$ cat src/rtl/fde_pkg.sv
package fde_pkg;
  localparam int NUM_DIR = 2;
  localparam int DIR_RX  = 0;
  localparam int DIR_TX  = 1;

  localparam logic [1:0] CFG_RX_THR  = 2'd0;
  localparam logic [1:0] CFG_TX_THR  = 2'd1;
  localparam logic [1:0] CFG_ERR_CLR = 2'd2;

  // strobes from control to datapath, bit index = direction
  typedef struct packed {
    logic [NUM_DIR-1:0] push;
    logic [NUM_DIR-1:0] pop;
  } fifoCmd_t;

  // occupancy status from datapath to control
  typedef struct packed {
    logic [NUM_DIR-1:0] full;
    logic [NUM_DIR-1:0] empty;
  } fifoStat_t;
endpackage

$ cat src/rtl/fde_datapath.sv
module fde_datapath
  import fde_pkg::*;
#(
  parameter int WIDTH = 32,
  parameter int DEPTH = 64
) (
  input  logic                            clk,
  input  logic                            rstN,
  input  fifoCmd_t                        cmd,
  input  logic [NUM_DIR-1:0][WIDTH-1:0]   wrData,
  output logic [NUM_DIR-1:0][WIDTH-1:0]   rdData,
  output fifoStat_t                       stat
);
  // DEPTH is expected to be a power of two
  localparam int AW = $clog2(DEPTH);

  logic [NUM_DIR-1:0] fullV;
  logic [NUM_DIR-1:0] emptyV;

  generate
    for (genvar d = 0; d < NUM_DIR; d++) begin : g_dir
      logic [WIDTH-1:0] mem [DEPTH];
      logic [AW:0]      wrPtr;
      logic [AW:0]      rdPtr;

      always_ff @(posedge clk or negedge rstN) begin
        if (!rstN) begin
          wrPtr <= '0;
          rdPtr <= '0;
        end else begin
          if (cmd.push[d]) wrPtr <= wrPtr + (AW+1)'(1);
          if (cmd.pop[d])  rdPtr <= rdPtr + (AW+1)'(1);
        end
      end

      always_ff @(posedge clk) begin
        if (cmd.push[d]) mem[wrPtr[AW-1:0]] <= wrData[d];
      end

      assign rdData[d] = mem[rdPtr[AW-1:0]];
      assign fullV[d]  = (wrPtr[AW] != rdPtr[AW]) &&
                         (wrPtr[AW-1:0] == rdPtr[AW-1:0]);
      assign emptyV[d] = (wrPtr == rdPtr);
    end
  endgenerate

  assign stat = '{full: fullV, empty: emptyV};
endmodule

$ cat src/rtl/fde_control.sv
module fde_control
  import fde_pkg::*;
#(
  parameter int DEPTH   = 64,
  parameter int MAX_THR = 32,
  parameter int THR_W   = $clog2(MAX_THR) + 1
) (
  input  logic               clk,
  input  logic               rstN,
  input  logic               cfgWe,
  input  logic [1:0]         cfgAddr,
  input  logic [THR_W-1:0]   cfgWdata,
  input  logic               rxPinPush,
  input  logic               rxDmaPop,
  input  logic               txDmaPush,
  input  logic               txPinPop,
  input  fifoStat_t          stat,
  output fifoCmd_t           cmd,
  output logic [NUM_DIR-1:0] setHit,
  output logic [NUM_DIR-1:0] clrHit,
  output logic [NUM_DIR-1:0] dmaEvent,
  output logic               rxOverflow,
  output logic               txUnderflow
);
  localparam int                PEND_W   = $clog2(DEPTH + 1);
  localparam logic [PEND_W-1:0] PEND_MAX = PEND_W'(DEPTH);

  logic [NUM_DIR-1:0] pinAcc;
  logic [NUM_DIR-1:0] dmaAcc;
  logic [NUM_DIR-1:0] thrWr;
  logic               errClr;

  // acceptance: full blocks a push, empty blocks a pop
  assign pinAcc[DIR_RX] = rxPinPush & ~stat.full[DIR_RX];
  assign dmaAcc[DIR_RX] = rxDmaPop  & ~stat.empty[DIR_RX];
  assign dmaAcc[DIR_TX] = txDmaPush & ~stat.full[DIR_TX];
  assign pinAcc[DIR_TX] = txPinPop  & ~stat.empty[DIR_TX];

  assign cmd = '{push: {dmaAcc[DIR_TX], pinAcc[DIR_RX]},
                 pop:  {pinAcc[DIR_TX], dmaAcc[DIR_RX]}};

  assign thrWr[DIR_RX] = cfgWe && (cfgAddr == CFG_RX_THR);
  assign thrWr[DIR_TX] = cfgWe && (cfgAddr == CFG_TX_THR);
  assign errClr        = cfgWe && (cfgAddr == CFG_ERR_CLR);

  function automatic logic [THR_W-1:0] clampThr(input logic [THR_W-1:0] v);
    if (v == '0)                    return THR_W'(1);
    else if (v > THR_W'(MAX_THR))   return THR_W'(MAX_THR);
    else                            return v;
  endfunction

  generate
    for (genvar d = 0; d < NUM_DIR; d++) begin : g_evt
      logic [THR_W-1:0]  thr;
      logic [THR_W-1:0]  pinCnt;
      logic [THR_W-1:0]  dmaCnt;
      logic [PEND_W-1:0] pend;

      assign setHit[d] = pinAcc[d] && (pinCnt == thr - THR_W'(1));
      assign clrHit[d] = dmaAcc[d] && (dmaCnt == thr - THR_W'(1));

      always_ff @(posedge clk or negedge rstN) begin
        if (!rstN) begin
          thr    <= THR_W'(1);
          pinCnt <= '0;
          dmaCnt <= '0;
        end else if (thrWr[d]) begin
          thr    <= clampThr(cfgWdata);
          pinCnt <= '0;
          dmaCnt <= '0;
        end else begin
          if (pinAcc[d]) pinCnt <= setHit[d] ? '0 : pinCnt + THR_W'(1);
          if (dmaAcc[d]) dmaCnt <= clrHit[d] ? '0 : dmaCnt + THR_W'(1);
        end
      end

      // owed-request counter: set and clear together give net zero
      always_ff @(posedge clk or negedge rstN) begin
        if (!rstN) begin
          pend <= '0;
        end else begin
          unique case ({setHit[d], clrHit[d]})
            2'b10:   if (pend != PEND_MAX) pend <= pend + PEND_W'(1);
            2'b01:   if (pend != '0)       pend <= pend - PEND_W'(1);
            default: pend <= pend;
          endcase
        end
      end

      assign dmaEvent[d] = (pend != '0);
    end
  endgenerate

  always_ff @(posedge clk or negedge rstN) begin
    if (!rstN) begin
      rxOverflow  <= 1'b0;
      txUnderflow <= 1'b0;
    end else begin
      if (rxPinPush && stat.full[DIR_RX])      rxOverflow <= 1'b1;
      else if (errClr && cfgWdata[0])          rxOverflow <= 1'b0;
      if (txPinPop && stat.empty[DIR_TX])      txUnderflow <= 1'b1;
      else if (errClr && cfgWdata[1])          txUnderflow <= 1'b0;
    end
  end
endmodule

$ cat src/rtl/fifo_dma_event_gen.sv
module fifo_dma_event_gen
  import fde_pkg::*;
#(
  parameter int WIDTH   = 32,
  parameter int DEPTH   = 64,
  parameter int MAX_THR = 32,
  parameter int THR_W   = $clog2(MAX_THR) + 1
) (
  input  logic             clk,
  input  logic             rstN,
  input  logic             cfgWe,
  input  logic [1:0]       cfgAddr,
  input  logic [THR_W-1:0] cfgWdata,
  input  logic             rxPinPush,
  input  logic [WIDTH-1:0] rxPinData,
  input  logic             rxDmaPop,
  output logic [WIDTH-1:0] rxDmaData,
  input  logic             txDmaPush,
  input  logic [WIDTH-1:0] txDmaData,
  input  logic             txPinPop,
  output logic [WIDTH-1:0] txPinData,
  output logic             rxEvent,
  output logic             txEvent,
  output logic             rxOverflow,
  output logic             txUnderflow
);
  fifoCmd_t                      fifoCmd;
  fifoStat_t                     fifoStat;
  logic [NUM_DIR-1:0][WIDTH-1:0] wrData;
  logic [NUM_DIR-1:0][WIDTH-1:0] rdData;
  logic [NUM_DIR-1:0]            setHit;
  logic [NUM_DIR-1:0]            clrHit;
  logic [NUM_DIR-1:0]            dmaEvent;

  assign wrData[DIR_RX] = rxPinData;
  assign wrData[DIR_TX] = txDmaData;
  assign rxDmaData      = rdData[DIR_RX];
  assign txPinData      = rdData[DIR_TX];
  assign rxEvent        = dmaEvent[DIR_RX];
  assign txEvent        = dmaEvent[DIR_TX];

  fde_datapath #(.WIDTH(WIDTH), .DEPTH(DEPTH)) u_dp (
    .clk    (clk),
    .rstN   (rstN),
    .cmd    (fifoCmd),
    .wrData (wrData),
    .rdData (rdData),
    .stat   (fifoStat)
  );

  fde_control #(.DEPTH(DEPTH), .MAX_THR(MAX_THR), .THR_W(THR_W)) u_ctl (
    .clk         (clk),
    .rstN        (rstN),
    .cfgWe       (cfgWe),
    .cfgAddr     (cfgAddr),
    .cfgWdata    (cfgWdata),
    .rxPinPush   (rxPinPush),
    .rxDmaPop    (rxDmaPop),
    .txDmaPush   (txDmaPush),
    .txPinPop    (txPinPop),
    .stat        (fifoStat),
    .cmd         (fifoCmd),
    .setHit      (setHit),
    .clrHit      (clrHit),
    .dmaEvent    (dmaEvent),
    .rxOverflow  (rxOverflow),
    .txUnderflow (txUnderflow)
  );
endmodule

$ cat config.mk
export PLATFORM = sky130hd
export DESIGN_NAME = fifo_dma_event_gen
export DESIGN_NICKNAME = d
export VERILOG_FILES = /design/src/rtl/fde_pkg.sv /design/src/rtl/fde_datapath.sv /design/src/rtl/fde_control.sv /design/src/rtl/fifo_dma_event_gen.sv
export SDC_FILE = /design/constraint.sdc
export NUM_CORES = 2
export LEC_CHECK = 0
export BUFFER_PORTS_ARGS = -buffer_cell sky130_fd_sc_hd__buf_4
export CORE_ASPECT_RATIO = 1.1
export CORE_UTILIZATION = 39
export CTS_CLUSTER_SIZE = 20
export DETAILED_ROUTE_END_ITERATION = 8
export HOLD_SLACK_MARGIN = 0.1
export PLACE_DENSITY_LB_ADDON = 0.25
export SYNTH_ARGS = -nofsm -noshare
export SYNTH_HDL_FRONTEND = slang
export SYNTH_SLANG_ARGS = --single-unit
$ cat constraint.sdc
create_clock -name clk -period 13.55 [get_ports clk]
set_input_delay 2.71 -clock clk [delete_from_list [all_inputs] [get_ports clk]]
set_output_delay 2.71 -clock clk [all_outputs]
set_load 0.01 [all_outputs]
==> run_results.csv <==
group,metric,value,unit
critical_path,r2r_slack,7.63,ns
cts,cts_hold_buf,0,
cts,cts.sinks,4176,
placement,dp_cells,11940,
status,violations,"design-rule violations",
grt,overflow,0,
critical_path,path_buf_inv,4,
critical_path,path_max_fanout,85,
sta,fin_setup_tns,0,ns
cells_and_area,stdcell_count,12716,
route,drt_wl_total,400000,µm
logic_synthesis,synthArstFlopShare,1.92,%
sta,slew_headroom,18.7,%
cts,clkLatencyLatePin,0.97,ns
cts,clockBufferDepth,4,
floorplan,initial_core_util,39.3,%
cts,clkTransAtPathRegs,0.06,ns
logic_synthesis,ys_warn_count,0,
cells_and_area,drive_gt1_share,33.3,%
worst_hold_path,hold_depth,1,
placement,io_buffers,146,
critical_path,max_stage_delay,0.86,ns
sta,clock.fmax,119,MHz
logic_synthesis,synth_edf_count,4096,
cts,cts_buffers,418,
route,ant_nets,0,
cts,cts.repair.resized,0,
placement,gp_congestion,0.744,
critical_path,critPathRequiredTime,10.84,ns
floorplan,std_cell_rows,246,
logic_synthesis,synth_seq_cells,4176,
sta,hold_violations,0,
grt,track_usage,19.2,%
critical_path,cp.arrival,5.73,ns
sta,layout_min_cycle_time,8.44,ns
worst_hold_path,min_path_type,"register to register",
route,drtPass1Iterations,9,
floorplan,die_h,675,µm
sta,min_period_over_period,62.3,%
pwr,ir_worst_vdd,0.231,mV
grt,grt_max_degree,139,
grt,use_met1,26.0,%
grt,gr-usage-met3,2.72,%
logic_synthesis,synth_cell_types,75,
cells_and_area,layout.nets,7005,
critical_path,path_delay_family,"buffers and inverters",
logic_synthesis,yosysSeqAreaShare,77.8,%
pwr,leakage,0.0561,µW
floorplan,io_pins,147,
critical_path,crit_type,"register to output port",
route,viasPerCell,5.70,
floorplan,die_w,614,µm
pwr,power.density,203,nW/µm²
grt,grtUsageMet2,32.7,%
cts,postCtsSetupBuffers,0,
grt,top_usage_layer,"met2",
sta,rsz0062_at_grt,"false",
logic_synthesis,synthCells,6505,
logic_synthesis,synth_area,161000,µm²
sta,setup_viol_count_final,0,
sta,tightestPinTransition,1.22,ns
grt,antenna_found_initial,26,
grt,first_global_vias,74953,
route,vias,72426,
status,status,"finished with violations",
placement,dp_hpwl,209000,µm
route,drc,34,
route,wl_per_cell,31.5,µm
critical_path,cp-start-kind,"register",
cells_and_area,area_growth,13.8,%
route,drt_iter0_drc,7316,
floorplan,core_area,409000,µm²
logic_synthesis,avgSynthCellArea,24.7,µm²
floorplan,die_area,415000,µm²
cts,cts_tree,"done",
cts,cts_root_buf,"clkbuf_16",
critical_path,cp_slowest_cell,"dfrtp_4",
critical_path,crit_chain,"buf_4 -> buf_12 -> buf_4 -> mux4_2 -> mux4_2 -> mux4_2 -> buf_4",
sta,skew,0.103,ns
run,cap_violations,0,
cts,htree_levels,5,
critical_path,r2r_cells,17,
logic_synthesis,synth_flop_cell,"edfxtp_1",
grt,grt_pass1_wl,567000,µm
sta,slew_viol_final,0,
critical_path,critPathCaptureType,"output port",
logic_synthesis,synth_nets,6606,
critical_path,critical_path_cell_count,7,
[layout make-up]
cell class              count  area (µm²)
clock buffers             510       10900
diodes                      6        15.0
inverters                  24        92.6
fillers                 33853      226000
clock inverters           260        2320
multi-input cells        1956       35000
flip-flops and latches   4176      125000
repair buffers            328        2630
well taps                5456        6830
[logic make-up (layout without fill, tap and decap cells)]
family / count (synthesis) / count (layout) / share of synthesized area [%]
muxes: 1355 / 1355 / 18.9
AOI/OAI and AO/OA: 119 / 119 / 0.507
buffers and inverters: 373 / 1122 / 1.00
and+or+nand+nor: 386 / 386 / 1.16
other: 0 / 6 / 0
xor gates and xnor gates: 74 / 74 / 0.439
DFF: 4176 / 4176 / 77.8
adders and majority gates: 22 / 22 / 0.181
[synthesized netlist by cell type (all sizes together), types with 8 or more instances]
cell / count / share of area (%)
edfxtp: 4096 / 77
mux4: 1344 / 19
clkbuf: 181 / 0.42
buf: 168 / 0.52
nor2: 167 / 0.39
dfrtp: 78 / 1.2
nand2: 78 / 0.18
o21ai: 36 / 0.11
xnor2: 36 / 0.20
xor2: 34 / 0.19
nand3: 26 / 0.081
inv: 24 / 0.058
ha: 20 / 0.16
nor3: 17 / 0.056
nand3b: 14 / 0.065
nor4: 14 / 0.073
a21o: 12 / 0.056
a21oi: 12 / 0.040
and3: 10 / 0.039
nand4: 10 / 0.039
mux2: 8 / 0.056
[through the flow]
step / utilization (%) / hold WS (ns) / worst slack [ns] / power, µW / area, µm²
detailed placement: 41.5 / 0.480 / 5.86 / 26400 / 170000
floorplan: - / 0.460 / 6.84 / 22200 / 161000
global placement: 41.5 / 0.476 / 5.87 / 26300 / 170000
global route: 44.7 / 0.510 / 4.64 / 38500 / 183000
CTS: 44.7 / 0.491 / 4.84 / 37600 / 183000
finish: 44.7 / 0.485 / 5.11 / 37200 / 183000
[layer usage]
layer,share of wire [%],vias up,wire length [µm]
met5,0.0057,-,23
li1,-,29049,-
met4,2.5,4,9900
met2,51,2308,204000
met1,41,40518,164000
met3,5.7,547,22900
[placed cells by master, fill, tap and decap left out, types with 26 or more instances in the layout]
master / instances
edfxtp_1: 4096
o21ai_0: 36
nand2_1: 78
xnor2_1: 36
clkbuf_1: 83
buf_4: 315
bufinv_16: 33
clkbuf_16: 421
mux4_2: 1344
clkinv_1: 112
xor2_1: 34
nor2_1: 46
dfrtp_1: 66
clkinv_2: 68
nor2_4: 120
nand3_1: 26
[path summary, 6_finish.rpt]
kind | start | end
setup reg to reg | u_dp.g_dir[1].rdPtr[0] | u_ctl.g_evt[1].pend[6]
hold reg to reg | u_dp.g_dir[0].wrPtr[6] | u_dp.g_dir[0].wrPtr[6]
setup / recovery | u_dp.g_dir[1].rdPtr[0] | txPinData[8]
hold / removal | u_dp.g_dir[0].wrPtr[6] | u_dp.g_dir[0].wrPtr[6]
min in group asynchronous | rstN | u_dp.g_dir[0].rdPtr[5]
max in group asynchronous | rstN | u_dp.g_dir[1].rdPtr[2]
[registers in the layout (all words and copies together) (netlist names)]
name,cells
u_ctl.g_evt.dmaCnt,12
u_dp.g_dir.mem,4096
u_ctl.rxOverflow,1
u_ctl.g_evt.thr,12
u_ctl.txUnderflow,1
u_dp.g_dir.wrPtr,14
u_dp.g_dir.rdPtr,14
u_ctl.g_evt.pend,14
u_ctl.g_evt.pinCnt,12
[report_power, final]
part | leakage, µW | switching [µW] | internal (µW)
Clock | 0.00645 | 4870 | 6360
Sequential | 0.0379 | 464 | 14700
Combinational | 0.0118 | 5750 | 5040
No activity file was read; power rests on OpenSTA's default activity.
